**src/rtl/sysctl_pkg.sv**
```systemverilog
package sysctl_pkg;
  localparam int DW          = 64;
  localparam int IDX_COUNT   = 9;
  localparam int IDX_COMPARE = 11;
  localparam int IDX_STATUS  = 12;
  localparam int IDX_CAUSE   = 13;
  localparam int IDX_EPC     = 14;
  localparam int IDX_PRID    = 15;
  localparam int IDX_ERREPC  = 30;
  localparam int ST_EXL      = 1;
  localparam int ST_ERL      = 2;
  localparam int CA_TIMER    = 15;

  // readback mask, indexed by register number
  function automatic logic [DW-1:0] reg_mask(input int idx);
    case (idx)
      0:              return 64'h0000_0000_8000_003F;
      1, 7:           return 64'h0000_0000_0000_003F;
      2, 3, 16:       return 64'h0000_0000_7FFF_FFFF;
      4:              return 64'hFFFF_FFFF_FFFF_FFF0;
      5:              return 64'h0000_0000_01FF_E000;
      9, 11, 12, 17:  return 64'h0000_0000_FFFF_FFFF;
      10:             return 64'hC000_00FF_FFFF_E0FF;
      13:             return 64'h0000_0000_B000_FFFF;
      15:             return 64'h0000_0000_0000_FFFF;
      18:             return 64'h0000_0000_FFFF_FFFB;
      19:             return 64'h0000_0000_0000_000F;
      26, 27, 29:     return 64'h0;
      28:             return 64'h0000_0000_0FFF_FFC0;
      default:        return '1;
    endcase
  endfunction
endpackage

```
**src/rtl/sysctl_timer.sv**
```systemverilog
module sysctl_timer #(
  parameter int CNT_W = 32
) (
  input  logic             clk_i,
  input  logic             rst_ni,
  input  logic             cnt_wr_i,
  input  logic [CNT_W-1:0] cnt_wdata_i,
  input  logic             cmp_wr_i,
  input  logic [CNT_W-1:0] cmp_wdata_i,
  output logic [CNT_W-1:0] count_o,
  output logic [CNT_W-1:0] compare_o,
  output logic             pending_o
);
  logic [CNT_W:0]   cnt_q;  // one extra low bit: half-rate visible count
  logic [CNT_W-1:0] cmp_q;
  logic             pend_q;
  logic             match;

  assign count_o   = cnt_q[CNT_W:1];
  assign compare_o = cmp_q;
  assign pending_o = pend_q;
  assign match     = (cnt_q[CNT_W:1] == cmp_q);

  always_ff @(posedge clk_i or negedge rst_ni) begin
    if (!rst_ni) begin
      cnt_q  <= '0;
      cmp_q  <= '0;
      pend_q <= 1'b0;
    end else begin
      if (cnt_wr_i) cnt_q <= {cnt_wdata_i, 1'b0};
      else          cnt_q <= cnt_q + 1'b1;
      if (cmp_wr_i) cmp_q <= cmp_wdata_i;
      if (cmp_wr_i)   pend_q <= 1'b0;
      else if (match) pend_q <= 1'b1;
    end
  end

  AST_COUNT_STEP: assert property (@(posedge clk_i) disable iff (!rst_ni)
    !cnt_wr_i |=> cnt_q == $past(cnt_q) + 1'b1);
  AST_MATCH_SETS: assert property (@(posedge clk_i) disable iff (!rst_ni)
    (count_o == compare_o && !cmp_wr_i) |=> pending_o);
  AST_PEND_HOLDS: assert property (@(posedge clk_i) disable iff (!rst_ni)
    (pending_o && !cmp_wr_i) |=> pending_o);
  AST_CMP_CLEARS: assert property (@(posedge clk_i) disable iff (!rst_ni)
    cmp_wr_i |=> !pending_o);
endmodule

```
**src/rtl/sysctl_eret.sv**
```systemverilog
module sysctl_eret
  import sysctl_pkg::*;
(
  input  logic          clk_i,
  input  logic          rst_ni,
  input  logic          eret_i,
  input  logic [DW-1:0] status_i,
  input  logic [DW-1:0] epc_i,
  input  logic [DW-1:0] errepc_i,
  output logic          clr_erl_o,
  output logic          clr_exl_o,
  output logic [DW-1:0] pc_o,
  output logic          taken_o
);
  logic          erl;
  logic [DW-1:0] pc_q;
  logic          taken_q;

  assign erl       = status_i[ST_ERL];
  assign clr_erl_o = eret_i & erl;
  assign clr_exl_o = eret_i & ~erl;
  assign pc_o      = pc_q;
  assign taken_o   = taken_q;

  always_ff @(posedge clk_i or negedge rst_ni) begin
    if (!rst_ni) begin
      pc_q    <= '0;
      taken_q <= 1'b0;
    end else begin
      taken_q <= eret_i;
      if (eret_i) pc_q <= erl ? errepc_i : epc_i;
    end
  end

  AST_ERET_PULSE: assert property (@(posedge clk_i) disable iff (!rst_ni)
    eret_i |=> taken_o);
  AST_ERET_ERRPC: assert property (@(posedge clk_i) disable iff (!rst_ni)
    (eret_i && status_i[ST_ERL]) |=> pc_o == $past(errepc_i));
  AST_ERET_EPC: assert property (@(posedge clk_i) disable iff (!rst_ni)
    (eret_i && !status_i[ST_ERL]) |=> pc_o == $past(epc_i));
endmodule

```
**src/rtl/sysctl_read.sv**
```systemverilog
module sysctl_read
  import sysctl_pkg::*;
#(
  parameter int NREGS = 32,
  localparam int AW = $clog2(NREGS)
) (
  input  logic [DW-1:0] view_i [NREGS],
  input  logic [AW-1:0] addr_i,
  input  logic          dword_i,
  output logic [DW-1:0] data_o
);
  logic [DW-1:0] masked [NREGS];
  logic [DW-1:0] sel;

  for (genvar i = 0; i < NREGS; i++) begin : g_mask
    assign masked[i] = view_i[i] & reg_mask(i);
  end

  assign sel    = masked[addr_i];
  assign data_o = dword_i ? sel : {{(DW-32){sel[31]}}, sel[31:0]};

  always_comb begin
    if (addr_i == AW'(26) || addr_i == AW'(27) || addr_i == AW'(29))
      AST_ZERO_REGS: assert (data_o == '0);
  end
endmodule

```
**src/rtl/sysctl_regfile.sv**
```systemverilog
module sysctl_regfile
  import sysctl_pkg::*;
#(
  parameter int          NREGS      = 32,
  parameter int          CNT_W      = 32,
  parameter logic [15:0] PRID_VAL   = 16'h0B00,
  parameter logic [31:0] STATUS_RST = 32'h0040_0004,
  localparam int AW = $clog2(NREGS)
) (
  input  logic          clk_i,
  input  logic          rst_ni,
  input  logic [AW-1:0] rd_addr_i,
  input  logic          rd_dword_i,
  output logic [63:0]   rd_data_o,
  input  logic          wr_en_i,
  input  logic [AW-1:0] wr_addr_i,
  input  logic          wr_dword_i,
  input  logic [63:0]   wr_data_i,
  input  logic          eret_i,
  output logic [63:0]   eret_pc_o,
  output logic          eret_taken_o
);
  logic [DW-1:0]    wval;
  logic [DW-1:0]    view [NREGS];
  logic [CNT_W-1:0] count, compare;
  logic             pending;
  logic             clr_erl, clr_exl;
  logic [DW-1:0]    status_q;

  assign wval = wr_dword_i ? wr_data_i : {{(DW-32){wr_data_i[31]}}, wr_data_i[31:0]};

  function automatic logic hit(input logic [AW-1:0] a, input int idx);
    return wr_en_i && (a == AW'(idx));
  endfunction

  sysctl_timer #(.CNT_W(CNT_W)) u_timer (
    .clk_i       (clk_i),
    .rst_ni      (rst_ni),
    .cnt_wr_i    (hit(wr_addr_i, IDX_COUNT)),
    .cnt_wdata_i (wval[CNT_W-1:0]),
    .cmp_wr_i    (hit(wr_addr_i, IDX_COMPARE)),
    .cmp_wdata_i (wval[CNT_W-1:0]),
    .count_o     (count),
    .compare_o   (compare),
    .pending_o   (pending)
  );

  sysctl_eret u_eret (
    .clk_i     (clk_i),
    .rst_ni    (rst_ni),
    .eret_i    (eret_i),
    .status_i  (status_q),
    .epc_i     (view[IDX_EPC]),
    .errepc_i  (view[IDX_ERREPC]),
    .clr_erl_o (clr_erl),
    .clr_exl_o (clr_exl),
    .pc_o      (eret_pc_o),
    .taken_o   (eret_taken_o)
  );

  for (genvar i = 0; i < NREGS; i++) begin : g_reg
    if (i == IDX_COUNT) begin : g_cnt
      assign view[i] = DW'(count);
    end else if (i == IDX_COMPARE) begin : g_cmp
      assign view[i] = DW'(compare);
    end else if (i == IDX_STATUS) begin : g_st
      always_ff @(posedge clk_i or negedge rst_ni) begin
        if (!rst_ni)               status_q <= DW'(STATUS_RST);
        else if (clr_erl)          status_q[ST_ERL] <= 1'b0;
        else if (clr_exl)          status_q[ST_EXL] <= 1'b0;
        else if (hit(wr_addr_i, i)) status_q <= wval;
      end
      assign view[i] = status_q;
    end else if (i == IDX_CAUSE) begin : g_cause
      logic [DW-1:0] cause_q;
      always_ff @(posedge clk_i or negedge rst_ni) begin
        if (!rst_ni)                cause_q <= '0;
        else if (hit(wr_addr_i, i)) cause_q <= wval;
      end
      // timer bit is owned by the timer, not by software
      always_comb begin
        view[i] = cause_q;
        view[i][CA_TIMER] = pending;
      end
    end else begin : g_gen
      logic [DW-1:0] q;
      always_ff @(posedge clk_i or negedge rst_ni) begin
        if (!rst_ni)                q <= (i == IDX_PRID) ? DW'(PRID_VAL) : '0;
        else if (hit(wr_addr_i, i)) q <= wval;
      end
      assign view[i] = q;
    end
  end

  sysctl_read #(.NREGS(NREGS)) u_read (
    .view_i  (view),
    .addr_i  (rd_addr_i),
    .dword_i (rd_dword_i),
    .data_o  (rd_data_o)
  );

  AST_ERL_CLEARED: assert property (@(posedge clk_i) disable iff (!rst_ni)
    (eret_i && status_q[ST_ERL]) |=> !status_q[ST_ERL]);
  AST_EXL_CLEARED: assert property (@(posedge clk_i) disable iff (!rst_ni)
    (eret_i && !status_q[ST_ERL]) |=> !status_q[ST_EXL]);
  AST_STATUS_WR_DROP: assert property (@(posedge clk_i) disable iff (!rst_ni)
    (eret_i && wr_en_i && wr_addr_i == AW'(IDX_STATUS))
      |=> status_q[DW-1:3] == $past(status_q[DW-1:3]));
endmodule

```
**config.mk**
```make
export PLATFORM = sky130hd
export DESIGN_NAME = sysctl_regfile
export DESIGN_NICKNAME = d
export VERILOG_FILES = /design/src/rtl/sysctl_pkg.sv /design/src/rtl/sysctl_timer.sv /design/src/rtl/sysctl_eret.sv /design/src/rtl/sysctl_read.sv /design/src/rtl/sysctl_regfile.sv
export SDC_FILE = /design/constraint.sdc
export NUM_CORES = 2
export LEC_CHECK = 0
export BUFFER_PORTS_ARGS = -buffer_cell sky130_fd_sc_hd__buf_2
export CAP_MARGIN = 10
export CORE_MARGIN = 1.5
export CORE_UTILIZATION = 45
export CTS_CLUSTER_SIZE = 20
export DETAILED_ROUTE_END_ITERATION = 8
export GPL_TIMING_DRIVEN = 0
export PLACE_DENSITY = 0.63
export SLEW_MARGIN = 10
export SYNTH_ARGS = -nofsm -noshare
export SYNTH_HDL_FRONTEND = slang
export SYNTH_HIERARCHICAL = 1
export SYNTH_SLANG_ARGS = --single-unit
```
**constraint.sdc**
```tcl
create_clock -name clk_i -period 5.1 [get_ports clk_i]
set_clock_uncertainty 0.15 [all_clocks]
set_input_delay 0.51 -clock clk_i [delete_from_list [all_inputs] [get_ports clk_i]]
set_output_delay 0.51 -clock clk_i [all_outputs]
set_load 0.05 [all_outputs]
```
Word level (Yosys, flattened, before mapping)
Cells that the tools add are included.
{ "word_totals": {"latchBits": 0, "inputBits": 80, "output_inout_bits": 129, "wordCells": 121, "ff_bits": 1301, "memories": 0, "romBits": 0, "mem_bits_rw": 0} }
{ "op_classes": {"addsub": 1, "mux": 13, "multipliers": 0, "n_div": 0, "bitwise_logic": 6, "reduce_logical": 36, "shift": 0, "n_eq_ne": 30, "magnitude_cmp": 1} }
{ "ops": {"columns": ["op", "count"], "rows": [
  ["$bmux W64 S5", 1],
  ["$mux W64", 5],
  ["$eq A5 B5 Y1 const B", 13],
  ["$eq A5 B4 Y1 const B", 8],
  ["$add A33 B1 Y33 const B", 1],
  ["$mux W33", 1],
  ["$eq A32 B32 Y1", 1],
  ["$logic_and A1 B1 Y1", 29],
  ["$eq A5 B3 Y1 const B", 4],
  ["$eq A5 B2 Y1 const B", 2],
  ["$ge A6 B6 Y1 const B", 1],
  ["$not A5 Y6", 1],
  ["$reduce_bool A2 Y1", 3],
  ["$eq A5 B1 Y1 const B", 1],
  ["$logic_not A5 Y1", 1],
  ["$mux W1", 5],
  ["$reduce_and A2 Y1", 2],
  ["$mux W3", 1],
  ["$not A1 Y1", 3],
  ["$reduce_and A3 Y1", 1],
  ["$and A1 B1 Y1", 2],
  ["$ne A2 B2 Y1 const B", 1]
]} }

Logic depth before layout (Yosys ltp)
{ "logic_depth": {"depth_word": 5, "depth_mapped": 10, "ltp_nobuf": 6} }

Hierarchy
Netlist, hierarchy kept.
{ "modules_own_cells": {"columns": ["mod", "seq_area_each_um2", "area_per_inst_um2", "n_inst", "cells_each"], "rows": [
  ["sysctl_regfile", 48027.3, 72778.6, 1, 4349],
  ["sysctl_read", 0.0, 10062.2, 1, 1158],
  ["sysctl_timer", 1651.6, 3628.5, 1, 348],
  ["sysctl_eret", 1626.6, 3022.9, 1, 281]
]} }

Worst setup path after synthesis
Ideal clock, no wire load.
{ "synth_path": {"kind": "input to output", "start": "input port rd_addr_i[2]", "end": "output port rd_data_o[25]", "cell_stages": 7, "arrival_time_ps": 3182, "setup_slack_ps": 1258, "t_required_ps": 4440, "path_buffers": 4, "cell_sequence": "buf_2 buf_4 inv_1 clkbuf_1 clkbuf_1 a221oi_1 nor4_1"} }
{ "synth_between": {"elab_chain_len": 5} }
{ "synth_lines": {"columns": ["element", "line", "rtl"], "rows": [
  ["start, declared", "sysctl_regfile.sv:12", "input logic [AW-1:0] rd_addr_i,"],
  ["$not A5 Y6 (not written as such)", "sysctl_read.sv:19", "assign sel = masked[addr_i];"],
  ["$bmux W64 S5", "sysctl_read.sv:19", null],
  ["$mux W64 (not written as such) (2 in series)", "sysctl_read.sv:19", null],
  ["$mux W64", "sysctl_read.sv:20", "assign data_o = dword_i ? sel : {{(DW-32){sel[31]}}, sel[31:0]};"],
  ["end, declared", "sysctl_regfile.sv:14", "output logic [63:0] rd_data_o,"]
]} }
Every way passes these cells. The select of a mux whose other input is x is not followed.

Worst setup path in the final report
{ "layout_path": {"start": "input port rd_addr_i[1]", "end": "output port rd_data_o[2]"} }
Same word-level chain as after synthesis.

==> qor.log <==
INFO  finish         fin_util=51.8%
INFO  finish         syn2layout_area_growth=14.6%
INFO  sta            worst_slew_margin_rel=1.55%
INFO  clock_network  h-tree-depth=4
INFO  floorplanning  chipWidth=363microns
INFO  clock_network  number_of_sinks_on_the_clock_net=1211
INFO  hold_path      min_delay_path_depth=5
INFO  power_and_ir_drop vdd_drop_max=0.271mV
INFO  hold_path      hold_end=g_reg[8].g_gen.q[49]
INFO  global_route   globalRoute.totalOverflow=0
INFO  clock_network  clkSlewWorstSetupHoldPaths=0.06ns
INFO  synthesis      synthesis.instances=4384
INFO  synthesis      syn-num-nets=4465
INFO  global_route   global_route_wire_length_before_repair=295000microns
INFO  floorplanning  die_footprint=132000squm
INFO  placed_design  final_estimated_routing_congestion_in_global_placement=0.939
INFO  clock_network  number_of_buffers_created_by_cts=138
INFO  sta            setup_ws=-0.0613ns
INFO  critical_path  worst_ep_arrival_time=4.50ns
INFO  critical_path  cp_data_required_time=4.44ns
INFO  detailed_routing number_of_remaining_drc_errors=0
INFO  power_and_ir_drop power-per-cell-area=427nW/um^2
INFO  sta            whs=0.0809ns
INFO  power_and_ir_drop static-leakage-power=30.3nW
INFO  critical_path  path_max_fanout=10
INFO  global_route   grt_antenna_before_repair=13
INFO  critical_path  critical_path.cell_chain=buf_2, buf_6, buf_4, buf_2, buf_4, clkbuf_1, a31oi_1, o21ai_0, o211ai_1, a22oi_1, buf_2
INFO  clock_network  clock-root-buffer=sky130_fd_sc_hd__clkbuf_16
INFO  finish         post_route_cells_drive_above_1_share=41.8%
INFO  floorplanning  initial_core_util=45.2%
INFO  outcome        failing_checks=negative setup slack
INFO  synthesis      synthesis.area=58400squm
INFO  detailed_routing drtPass1Iterations=6
INFO  detailed_routing antenna_violating_nets_post_route=0
INFO  placed_design  place_area=61900squm
INFO  detailed_routing via_count_of_the_routed_design=40300
INFO  critical_path  critPathLaunchType=input port
INFO  sta            max_slew.worst_pin.slew=1.48ns
INFO  critical_path  regToRegStartpoint=u_timer/cnt_q[1]
INFO  critical_path  end_kind=output pin
INFO  critical_path  criticalPathCategory=in -> out
INFO  sta            period_minus_slack=5.16ns
INFO  sta            report.final.slew_viol_count=0
INFO  synthesis      syn_avg_cell_area=13.3squm
INFO  critical_path  timing.critical_path.mode_cell=sky130_fd_sc_hd__buf_2
INFO  sta            period_share=101%
INFO  finish         count_of_nets_after_finishing=4854
INFO  run            drv_cap=0
INFO  floorplanning  coreArea=129000squm
INFO  clock_network  clk-insertion-delay-late=0.79ns
INFO  placed_design  buffers_on_ports=204
INFO  global_route   pin_count_of_the_biggest_net_entering_global_routing=150
INFO  global_route   first_global_vias=40200
INFO  critical_path  delay_of_the_slowest_cell_on_the_worst_path=1.11ns
INFO  floorplanning  die-height=363microns
INFO  sta            final_hold_violation_count=0
INFO  hold_path      worst_hold_startpoint=wr_data_i[49]
INFO  floorplanning  num_io_pins=209
INFO  placed_design  place.detailed.hpwl=143000microns
INFO  finish         final_design_area_no_fill=66900squm
INFO  detailed_routing routedWlPerCell=31.4microns
INFO  detailed_routing drtIter0Drc=4381
INFO  critical_path  ff_to_ff_setup_slack=2.30ns
INFO  sta            setup_repair_after_global_routing_missed_its_margin=no
INFO  critical_path  ff_to_ff_end=u_timer/cnt_q[32]
INFO  floorplanning  rows=132
INFO  sta            fmax=194MHz
INFO  synthesis      yosys_warnings=6
INFO  critical_path  worst-r2r-cell-count=7
INFO  clock_network  clock_tree_buffer_depth=3
INFO  detailed_routing viasPerCell=6.08
INFO  clock_network  cts_tree=done
INFO  hold_path      hold_class=in -> reg
INFO  detailed_routing totalWireLength=208000microns
INFO  sta            setup_viol_count_final=4
INFO  global_route   track_usage=31.5%
INFO  critical_path  cp_max_delay_cell=sky130_fd_sc_hd__clkbuf_1
INFO  outcome        status=finished, violations left
area by class of cell:
type | count | area (sq um)
Inverter | 19 | 71.3
Clock buffer | 206 | 4130
Timing Repair Buffer | 249 | 1670
Buffer | 536 | 3200
Tap cell | 1742 | 2180
Antenna cell | 10 | 25.0
Clock inverter | 38 | 485
Sequential cell | 1211 | 30300
Multi-Input combinational cell | 2618 | 24800
Fill cell | 11200 | 62200
how the worst max path moves through the flow:
stage	endpoint	cells past startpoint	from	slack [ns]
2_1_floorplan	rd_data_o[25]	7	rd_addr_i[2]	1.26
3_3_place_gp	g_reg[14].g_gen.q[47]	1	rst_ni	-24.06
3_5_place_dp	rd_data_o[6]	8	rd_addr_i[2]	-0.21
4_1_cts	rd_data_o[6]	8	rd_addr_i[2]	0.18
5_1_grt	rd_data_o[2]	11	rd_addr_i[1]	0.04
6_report	rd_data_o[2]	11	rd_addr_i[1]	-0.06
timing repair:
item / in CTS / in global routing
setup endpoints to repair: 7 / 0
hold buffers: 34 / 0
hold endpoints to repair: 198 / 0
resized for setup: 4 / 0
setup buffers: 0 / 0
through the flow:
| step | setup slack (ns) | TNS (ns) | power [mW] | cells |
|---|---|---|---|---|
| floorplan | 1.26 | 0 | 16.4 | 4384 |
| global placement | -24.06 | - | 18.2 | 6330 |
| detailed placement | -0.205 | -1.08 | 18.4 | 6341 |
| CTS | 0.177 | 0 | 28.6 | 6619 |
| global route | 0.0390 | 0 | 29.6 | 6621 |
| finish | -0.0613 | -0.125 | 28.5 | 6629 |
state kept, by name (all words and copies together), names as in the netlist:
name and cells:
g.g_gen.q 1030, u_eret/pc_o 64, u_timer/cnt_q 33, status_q 32, u_timer/compare_o 32, g.g_cause.cause_q 18, u_eret/taken_o 1, u_timer/pending_o 1
worst max-delay path, delay by kind of cell:
kind / cells / cell delay (ns)
AOI/OAI and AO/OA: 4 / 1.11
buffers and inverters: 7 / 2.85
layer usage:
| metal | part of all wire, % | vias to the layer above | track usage [%] |
|---|---|---|---|
| met2 | 45 | 1893 | 48.3 |
| met1 | 41 | 21300 | 42.8 |
| met3 | 8.6 | 512 | 6.75 |
| li1 | - | 16600 | - |
| met4 | 5.0 | 8 | 14.4 |
| met5 | 0.033 | - | 0 |
where the power goes:
part / leakage, nW / switching, mW / internal [mW] / total [mW]
Clock: 2.29 / 4.14 / 6.06 / 10.2
Sequential: 15.5 / 1.17 / 11.5 / 12.7
Combinational: 12.6 / 2.98 / 2.69 / 5.67
cell usage in the layout, fill, tap and decap left out, types with 120 or more instances in the layout:
master,count
sky130_fd_sc_hd__buf_2,338
sky130_fd_sc_hd__mux2_2,1129
sky130_fd_sc_hd__o21ai_0,130
sky130_fd_sc_hd__a21oi_1,187
sky130_fd_sc_hd__dfrtp_1,1206
sky130_fd_sc_hd__mux4_2,120
sky130_fd_sc_hd__nand2_1,138
sky130_fd_sc_hd__clkbuf_1,256
sky130_fd_sc_hd__clkbuf_16,142
sky130_fd_sc_hd__mux2i_1,278
sky130_fd_sc_hd__nor2_1,131
(Power assumes the default switching activity.)
